`src/rtl/hp_slot_pkg.sv`:
```
// Shared constants of the hot-plug slot controller: word width, field
// positions inside the control and status words, and reset/write masks.
// Assumes the control-enable bits sit at the same positions as the event
// status bits they gate, so one AND pairs them.
package hp_slot_pkg;

    localparam int WORD_W = 16;
    typedef logic [WORD_W-1:0] word_t;

    // Control word fields
    localparam int B_EN_ATTN = 0;
    localparam int B_EN_PRES = 3;
    localparam int B_EN_DONE = 4;
    localparam int B_IRQ_EN  = 5;
    localparam int B_AIND    = 6;   // 2-bit field [7:6]
    localparam int B_PIND    = 8;   // 2-bit field [9:8]
    localparam int B_PWR_OFF = 10;
    localparam int B_LOCK_WR = 11;  // write-only, reads 0

    // Status word fields
    localparam int B_ST_ATTN = 0;
    localparam int B_ST_PRES = 3;
    localparam int B_ST_DONE = 4;
    localparam int B_PRESENT = 6;
    localparam int B_LOCKED  = 7;

    // Event bits: 0 attention, 1 presence-changed, 2 command-done
    localparam int N_EV = 3;

    localparam logic [1:0] IND_ON    = 2'b01;
    localparam logic [1:0] IND_BLINK = 2'b10;
    localparam logic [1:0] IND_OFF   = 2'b11;

    // Position of event bit i inside the status word
    function automatic int ev_pos(input int i);
        case (i)
            0:       return B_ST_ATTN;
            1:       return B_ST_PRES;
            default: return B_ST_DONE;
        endcase
    endfunction

    // Mask of all event bits
    function automatic word_t ev_mask();
        word_t m;
        m = '0;
        for (int i = 0; i < N_EV; i++) m[ev_pos(i)] = 1'b1;
        return m;
    endfunction

    localparam word_t EV_MASK = ev_mask();

    localparam word_t CTRL_WMASK =
        word_t'((1 << B_EN_ATTN) | (1 << B_EN_PRES) | (1 << B_EN_DONE) |
                (1 << B_IRQ_EN) | (3 << B_AIND) | (3 << B_PIND) |
                (1 << B_PWR_OFF));

    localparam word_t CTRL_RST = word_t'(int'(IND_OFF) << B_AIND);

endpackage

```
`src/rtl/hp_ctrl_reg.sv`:
```
// Slot control register. Stores the writable control fields on a control
// write, decodes the write-only interlock bit into a toggle request and
// decides whether the write detaches the device (power and power indicator
// both off while a device is present). Assumes one write per cycle.
module hp_ctrl_reg
    import hp_slot_pkg::*;
(
    input  logic  clk,
    input  logic  rst_n,
    input  logic  wr_ctrl,
    input  word_t wdata,
    input  logic  present,
    output word_t ctrl_q,
    output logic  lock_toggle,
    output logic  detach_now,
    output logic  detach_q
);

    logic pind_off;

    // Decode the command side effects of this write
    always_comb begin
        pind_off    = (wdata[B_PIND +: 2] == IND_OFF);
        lock_toggle = wr_ctrl & wdata[B_LOCK_WR];
        detach_now  = wr_ctrl & present & wdata[B_PWR_OFF] & pind_off;
    end

    // Hold the writable control fields
    always_ff @(posedge clk) begin
        if (!rst_n)       ctrl_q <= CTRL_RST;
        else if (wr_ctrl) ctrl_q <= wdata & CTRL_WMASK;
    end

    // Register the one-cycle detach request
    always_ff @(posedge clk) begin
        if (!rst_n) detach_q <= 1'b0;
        else        detach_q <= detach_now;
    end

endmodule

```
`src/rtl/hp_status_reg.sv`:
```
// Slot status register. Event bits are write-one-to-clear, and a hardware
// set in the same cycle overrides the clear. Presence state and interlock
// state are hardware-only. Add and unplug requests are refused while the
// interlock is engaged. Assumes the event inputs are single-cycle pulses.
module hp_status_reg
    import hp_slot_pkg::*;
(
    input  logic            clk,
    input  logic            rst_n,
    input  logic            wr_stat,
    input  logic [N_EV-1:0] clr_ev,
    input  logic            cmd_done,
    input  logic            detach_now,
    input  logic            lock_toggle,
    input  logic            ev_add,
    input  logic            ev_unplug_req,
    input  logic            ev_button,
    output word_t           stat_q,
    output logic            req_err_q
);

    logic [N_EV-1:0] ev_q;
    logic [N_EV-1:0] ev_set;
    logic            present_q;
    logic            locked_q;
    logic            add_ok;
    logic            unplug_ok;

    // Gate the requests with the interlock and form the per-event set terms
    always_comb begin
        add_ok    = ev_add & ~locked_q;
        unplug_ok = ev_unplug_req & ~locked_q;
        ev_set[0] = add_ok | unplug_ok | ev_button;
        ev_set[1] = add_ok | detach_now;
        ev_set[2] = cmd_done;
    end

    // One sticky write-one-to-clear flop per event bit
    for (genvar g = 0; g < N_EV; g++) begin : g_ev
        always_ff @(posedge clk) begin
            if (!rst_n)                     ev_q[g] <= 1'b0;
            else if (ev_set[g])             ev_q[g] <= 1'b1;
            else if (wr_stat && clr_ev[g])  ev_q[g] <= 1'b0;
        end
    end

    // Track whether a device occupies the slot
    always_ff @(posedge clk) begin
        if (!rst_n)          present_q <= 1'b0;
        else if (add_ok)     present_q <= 1'b1;
        else if (detach_now) present_q <= 1'b0;
    end

    // Flip the interlock state on each toggle command
    always_ff @(posedge clk) begin
        if (!rst_n)           locked_q <= 1'b0;
        else if (lock_toggle) locked_q <= ~locked_q;
    end

    // Flag a refused add or unplug request for one cycle
    always_ff @(posedge clk) begin
        if (!rst_n) req_err_q <= 1'b0;
        else        req_err_q <= (ev_add | ev_unplug_req) & locked_q;
    end

    // Assemble the status word
    always_comb begin
        stat_q = '0;
        for (int i = 0; i < N_EV; i++) stat_q[ev_pos(i)] = ev_q[i];
        stat_q[B_PRESENT] = present_q;
        stat_q[B_LOCKED]  = locked_q;
    end

endmodule

```
`src/rtl/hp_notify.sv`:
```
// Interrupt notifier. Computes the masked pending condition, compares it
// with its value one cycle earlier and, on a change, sends a message pulse
// (message mode) or moves the level output (level mode). Assumes msg_num
// is stable in the cycle the change is seen.
module hp_notify
    import hp_slot_pkg::*;
#(
    parameter int VEC_W = 5
) (
    input  logic             clk,
    input  logic             rst_n,
    input  word_t            ctrl_q,
    input  word_t            stat_q,
    input  logic             msi_en,
    input  logic [VEC_W-1:0] msg_num,
    output logic             pending,
    output logic             irq_level,
    output logic             msg_valid,
    output logic [VEC_W-1:0] msg_vector
);

    logic pend_q;
    logic changed;

    // Masked pending condition and change detect
    always_comb begin
        pending = ctrl_q[B_IRQ_EN] & (|(stat_q & ctrl_q & EV_MASK));
        changed = pending ^ pend_q;
    end

    // Remember the previous pending value
    always_ff @(posedge clk) begin
        if (!rst_n) pend_q <= 1'b0;
        else        pend_q <= pending;
    end

    // Emit a message pulse with its vector on a change in message mode
    always_ff @(posedge clk) begin
        if (!rst_n) begin
            msg_valid  <= 1'b0;
            msg_vector <= '0;
        end else begin
            msg_valid <= changed & msi_en;
            if (changed && msi_en) msg_vector <= msg_num;
        end
    end

    // Drive the level interrupt in level mode
    always_ff @(posedge clk) begin
        if (!rst_n)                              irq_level <= 1'b0;
        else if (!msi_en && (changed || !pending)) irq_level <= pending;
    end

endmodule

```
`src/rtl/hp_slot_ctrl.sv`:
```
// Hot-plug slot register controller top. Decodes the one-cycle register
// port into control and status accesses, wires the control register, the
// status register and the notifier, and returns the selected word on a
// combinational read path. Assumes reg_addr is stable while reg_wr is high.
module hp_slot_ctrl
    import hp_slot_pkg::*;
#(
    parameter int VEC_W = 5
) (
    input  logic              clk,
    input  logic              rst_n,
    input  logic              reg_wr,
    input  logic              reg_addr,
    input  logic [WORD_W-1:0] reg_wdata,
    output logic [WORD_W-1:0] reg_rdata,
    input  logic              ev_add,
    input  logic              ev_unplug_req,
    input  logic              ev_button,
    input  logic              msi_en,
    input  logic [VEC_W-1:0]  msg_num,
    output logic              detach_req,
    output logic              req_error,
    output logic              irq_level,
    output logic              msg_valid,
    output logic [VEC_W-1:0]  msg_vector
);

    logic            wr_ctrl;
    logic            wr_stat;
    logic [N_EV-1:0] clr_ev;
    word_t           ctrl_q;
    word_t           stat_q;
    logic            lock_toggle;
    logic            detach_now;
    logic            pending;

    // Split the write strobe by word and pick the event clear bits
    always_comb begin
        wr_ctrl = reg_wr & ~reg_addr;
        wr_stat = reg_wr & reg_addr;
        for (int i = 0; i < N_EV; i++) clr_ev[i] = reg_wdata[ev_pos(i)];
    end

    // Read mux
    assign reg_rdata = reg_addr ? stat_q : ctrl_q;

    hp_ctrl_reg u_ctrl (
        .clk         (clk),
        .rst_n       (rst_n),
        .wr_ctrl     (wr_ctrl),
        .wdata       (reg_wdata),
        .present     (stat_q[B_PRESENT]),
        .ctrl_q      (ctrl_q),
        .lock_toggle (lock_toggle),
        .detach_now  (detach_now),
        .detach_q    (detach_req)
    );

    hp_status_reg u_stat (
        .clk           (clk),
        .rst_n         (rst_n),
        .wr_stat       (wr_stat),
        .clr_ev        (clr_ev),
        .cmd_done      (wr_ctrl),
        .detach_now    (detach_now),
        .lock_toggle   (lock_toggle),
        .ev_add        (ev_add),
        .ev_unplug_req (ev_unplug_req),
        .ev_button     (ev_button),
        .stat_q        (stat_q),
        .req_err_q     (req_error)
    );

    hp_notify #(.VEC_W(VEC_W)) u_notify (
        .clk        (clk),
        .rst_n      (rst_n),
        .ctrl_q     (ctrl_q),
        .stat_q     (stat_q),
        .msi_en     (msi_en),
        .msg_num    (msg_num),
        .pending    (pending),
        .irq_level  (irq_level),
        .msg_valid  (msg_valid),
        .msg_vector (msg_vector)
    );

endmodule

```
`config.mk`:
```
export PLATFORM = sky130hd
export DESIGN_NAME = hp_slot_ctrl
export DESIGN_NICKNAME = d
export VERILOG_FILES = /design/src/rtl/hp_slot_pkg.sv /design/src/rtl/hp_ctrl_reg.sv /design/src/rtl/hp_status_reg.sv /design/src/rtl/hp_notify.sv /design/src/rtl/hp_slot_ctrl.sv
export SDC_FILE = /design/constraint.sdc
export NUM_CORES = 1
export LEC_CHECK = 0
export BUFFER_PORTS_ARGS = -buffer_cell sky130_fd_sc_hd__buf_2
export CAP_MARGIN = 10
export CORE_MARGIN = 1.5
export CORE_UTILIZATION = 40
export CTS_CLUSTER_SIZE = 40
export DETAILED_ROUTE_END_ITERATION = 10
export PLACE_DENSITY = 0.75
export SLEW_MARGIN = 20
export SYNTH_ARGS = -nofsm -noshare
export SYNTH_HDL_FRONTEND = slang
export SYNTH_SLANG_ARGS = --single-unit
```
`constraint.sdc`:
```
create_clock -name clk -period 1.8 [get_ports clk]
set_clock_uncertainty 0.15 [all_clocks]
set_input_delay 0 -clock clk [delete_from_list [all_inputs] [get_ports clk]]
set_output_delay 0 -clock clk [all_outputs]
set_load 0.01 [all_outputs]
```
==> metrics <==
Bufs on Longest Clock Path=2; Pwr Density=615 nW/um2; DRT antenna net count=0; Ports=54; Crit-path slowest cell=a222oi_1; placed insts=190; fin area=1740 um2; Antenna Cells=0; share of layout cells above drive strength 1=0.316; total track usage=0.215; DP Wirelength=~1.7 mm; CTS Root Cell=clkbuf_4; H-tree depth=1; dpl ws=-0.0961 ns; CP arrival=1.96 ns; Crit path required time=1.91 ns; Min-Delay Startpoint=msi_en; largest net degree at the start of global routing=16; dominant cell type by area after synthesis=dfxtp_1; Overflow after GRT=0; reg2reg end=u_notify.msg_vector[3]; Syn Area/Cell=8.57 um2; Critical Path Fanout Max=4; fin cells=236; Worst Path Buf+Inv=1; # Max-Cap Violations=0; drt wl/cell=12.6 um; CP endpoint kind=flip-flop; CTS tree=done; worst hold slack=-0.126 ns; Worst R2R Setup Slack=-0.05 ns; Synth Instances=124; Layout fillers=203; First-pass DRT Iterations=4; Port Buf Inserts=40; Hold Path Stages=3; Achievable Freq=541 MHz; VDD IR max=890 uV; P_int=799 uW; critical path type=reg2reg; overall power=1070 uW; Hold Path Sink=u_notify.msg_vector[0]; hold_buf cts=35; die height=about 55 um; Flop pwr share=0.530; Yosys reg bits=24; minimum clock period=1.85 ns; Worst Reg-to-Reg Cells=6; max-slew violation count=0; aggregate routed wire length=2.97 mm; worst-skew pair later-pin latency=0.32 ns; synth top area cells=dfxtp_1 (45%), nand2_1 (10%), a21boi_0 (8.5%); Vias/cell=a little under 5; failing checks=hold timing, setup timing; Area Growth Syn to Fin=63.4%; vias in the first global route=1,080; HP Class=in2reg; worst-path cell chain=a222oi_1 > nor2b_1 > ha_2 > buf_6 > nand3_2 > a21boi_1; core box area=2500 um2; area share of the largest cell type after synthesis=0.452; crit path launch=u_stat.stat_q[0]; setup ws final=-0.0491 ns; Remaining DRCs=0; Cell Area, Placed=around 1300 um2; NetSw=approximately 270 uW; commonest cells after routing, fill and taps aside=buf_2 (40), dlygate4sd3_1 (35), nand2_1 (28); RR Startpoint=u_stat.stat_q[0]; initial core utilization=0.425; Largest stage delay, worst path=~0.45 ns; CTS clk-pin slew, worst paths=0.13 ns; Switching Fraction=0.252; unrepaired setup endpoints after global routing=true; DR vias=~1,100; synthesized cell area=1060 um2; antenna violations before repair=0; synth warn=0; Top delay family on crit path=compound AO/OA/AOI/OAI gates; Register Area=482 um2; Die X=54.5 um; Leak=0.000797 uW; fin nets=237; status=finished, violations left; Startpoint Class=flip-flop; Logic pwr share=0.198; Final Cycle Share=1.03; Clock Sinks=24; Starting DRT DRC Count=27; global-route wire length before repair=~4.5 mm; sequential area share after synthesis=0.452; Site Rows=18; TritonCTS buffer count=3; clock power share=0.272; synth unique cells=25; Final Hold Viols=7; GPL Wtd Cong=0.762; Final Setup Violations=4; DIE AREA=2970 um2; most common cell after layout, fill and taps aside=buf_2; Multi-input gate area=about 540 um2
through the flow:
step / hold slack [ns] / util / TNS [ns]
after floorplan: -0.0258 / - / 0
after global placement: 0.0623 / 0.505 / 0
after detailed placement: 0.0635 / 0.505 / -0.390
after CTS: -0.145 / 0.685 / -0.0891
after global routing: -0.142 / 0.694 / -0.754
final: -0.126 / 0.694 / -0.175
final cells by class:
type                    count  area share
clock buffers               4      0.0209
inverters                   2     0.00433
multi-input cells          91       0.311
flip-flops and latches     24       0.278
well taps                  30      0.0216
repair buffers             85       0.365
cell usage after synthesis (all sizes together):
master	count
nand3b	1
conb	1
nand4	1
and3	1
o31a	2
a21oi	1
dfxtp	24
and2	3
a21boi	12
nand2b	1
buf	10
nor2b	8
clkbuf	3
a222oi	1
ha	1
o21ai	1
xnor2	1
mux2	5
nand3	8
inv	2
nor2	5
a31oi	2
o22ai	1
nand2	29
worst reg2reg max path, cell delays in order, from the launching register on:
cell and delay, ns:
dfxtp_2 0.35, a222oi_1 0.45, nor2b_1 0.13, ha_2 0.40
buf_6 0.13, nand3_2 0.05, a21boi_1 0.14
power groups by stage:
stage,Combinational (uW),Sequential [uW],Clock (uW)
3_3_place_gp,129,576,0
2_1_floorplan,91.0,574,0
5_1_grt,230,570,320
4_1_cts,203,566,294
6_report,211,567,290
3_5_place_dp,132,577,0
kinds of logic after synthesis:
kind of cell | synth area share
AO/OA/AOI/OAI | 0.138
flip-flops | 0.452
multiplexers | 0.0530
XOR/XNOR | 0.00825
adder cells (fa/ha/maj) | 0.0118
AND/OR/NAND/NOR | 0.247
buffers and inverters | 0.0860
other | 0.00353
metal layers:
metal  vias to the layer above  part of all wire  wire, um  track usage
met2                        52              0.52      1540        0.412
met1                       524              0.40      1200        0.226
met4                         0             0.014        43       0.0625
met5                         -                 0         0            0
met3                         4             0.064       189       0.0601
li1                        561                 -         -            -
repair_timing:
| item | 4_1_cts | 5_1_grt |
|---|---|---|
| pin swaps | 3 | 7 |
| setup endpoints to repair | 5 | 7 |
| gates resized for setup | 5 | 9 |
| setup buffers | 9 | 0 |
| hold endpoints to repair | 24 | 7 |
how the worst max path moves through the flow:
stage | cells after the start | slack (ns) | to
finish | 6 | -0.05 | u_notify.msg_vector[3]
global route | 6 | -0.15 | u_notify.msg_vector[0]
CTS | 6 | -0.03 | u_notify.msg_vector[0]
detailed placement | 6 | -0.1 | u_notify.msg_vector[2]
global placement | 6 | 0.02 | u_notify.msg_vector[0]
floorplan | 6 | 0.12 | u_notify.msg_vector[0]
sequential cells by signal (all words and copies together) (netlist names):
name / cells
u_stat.locked_q: 1
u_stat.stat_q: 3
u_stat.req_err_q: 1
u_ctrl.detach_q: 1
u_notify.msg_vector: 5
u_notify.irq_level: 1
u_notify.msg_valid: 1
u_notify.pend_q: 1
u_stat.present_q: 1
u_ctrl.ctrl_q: 9
No activity file was read; power rests on OpenSTA's default activity.
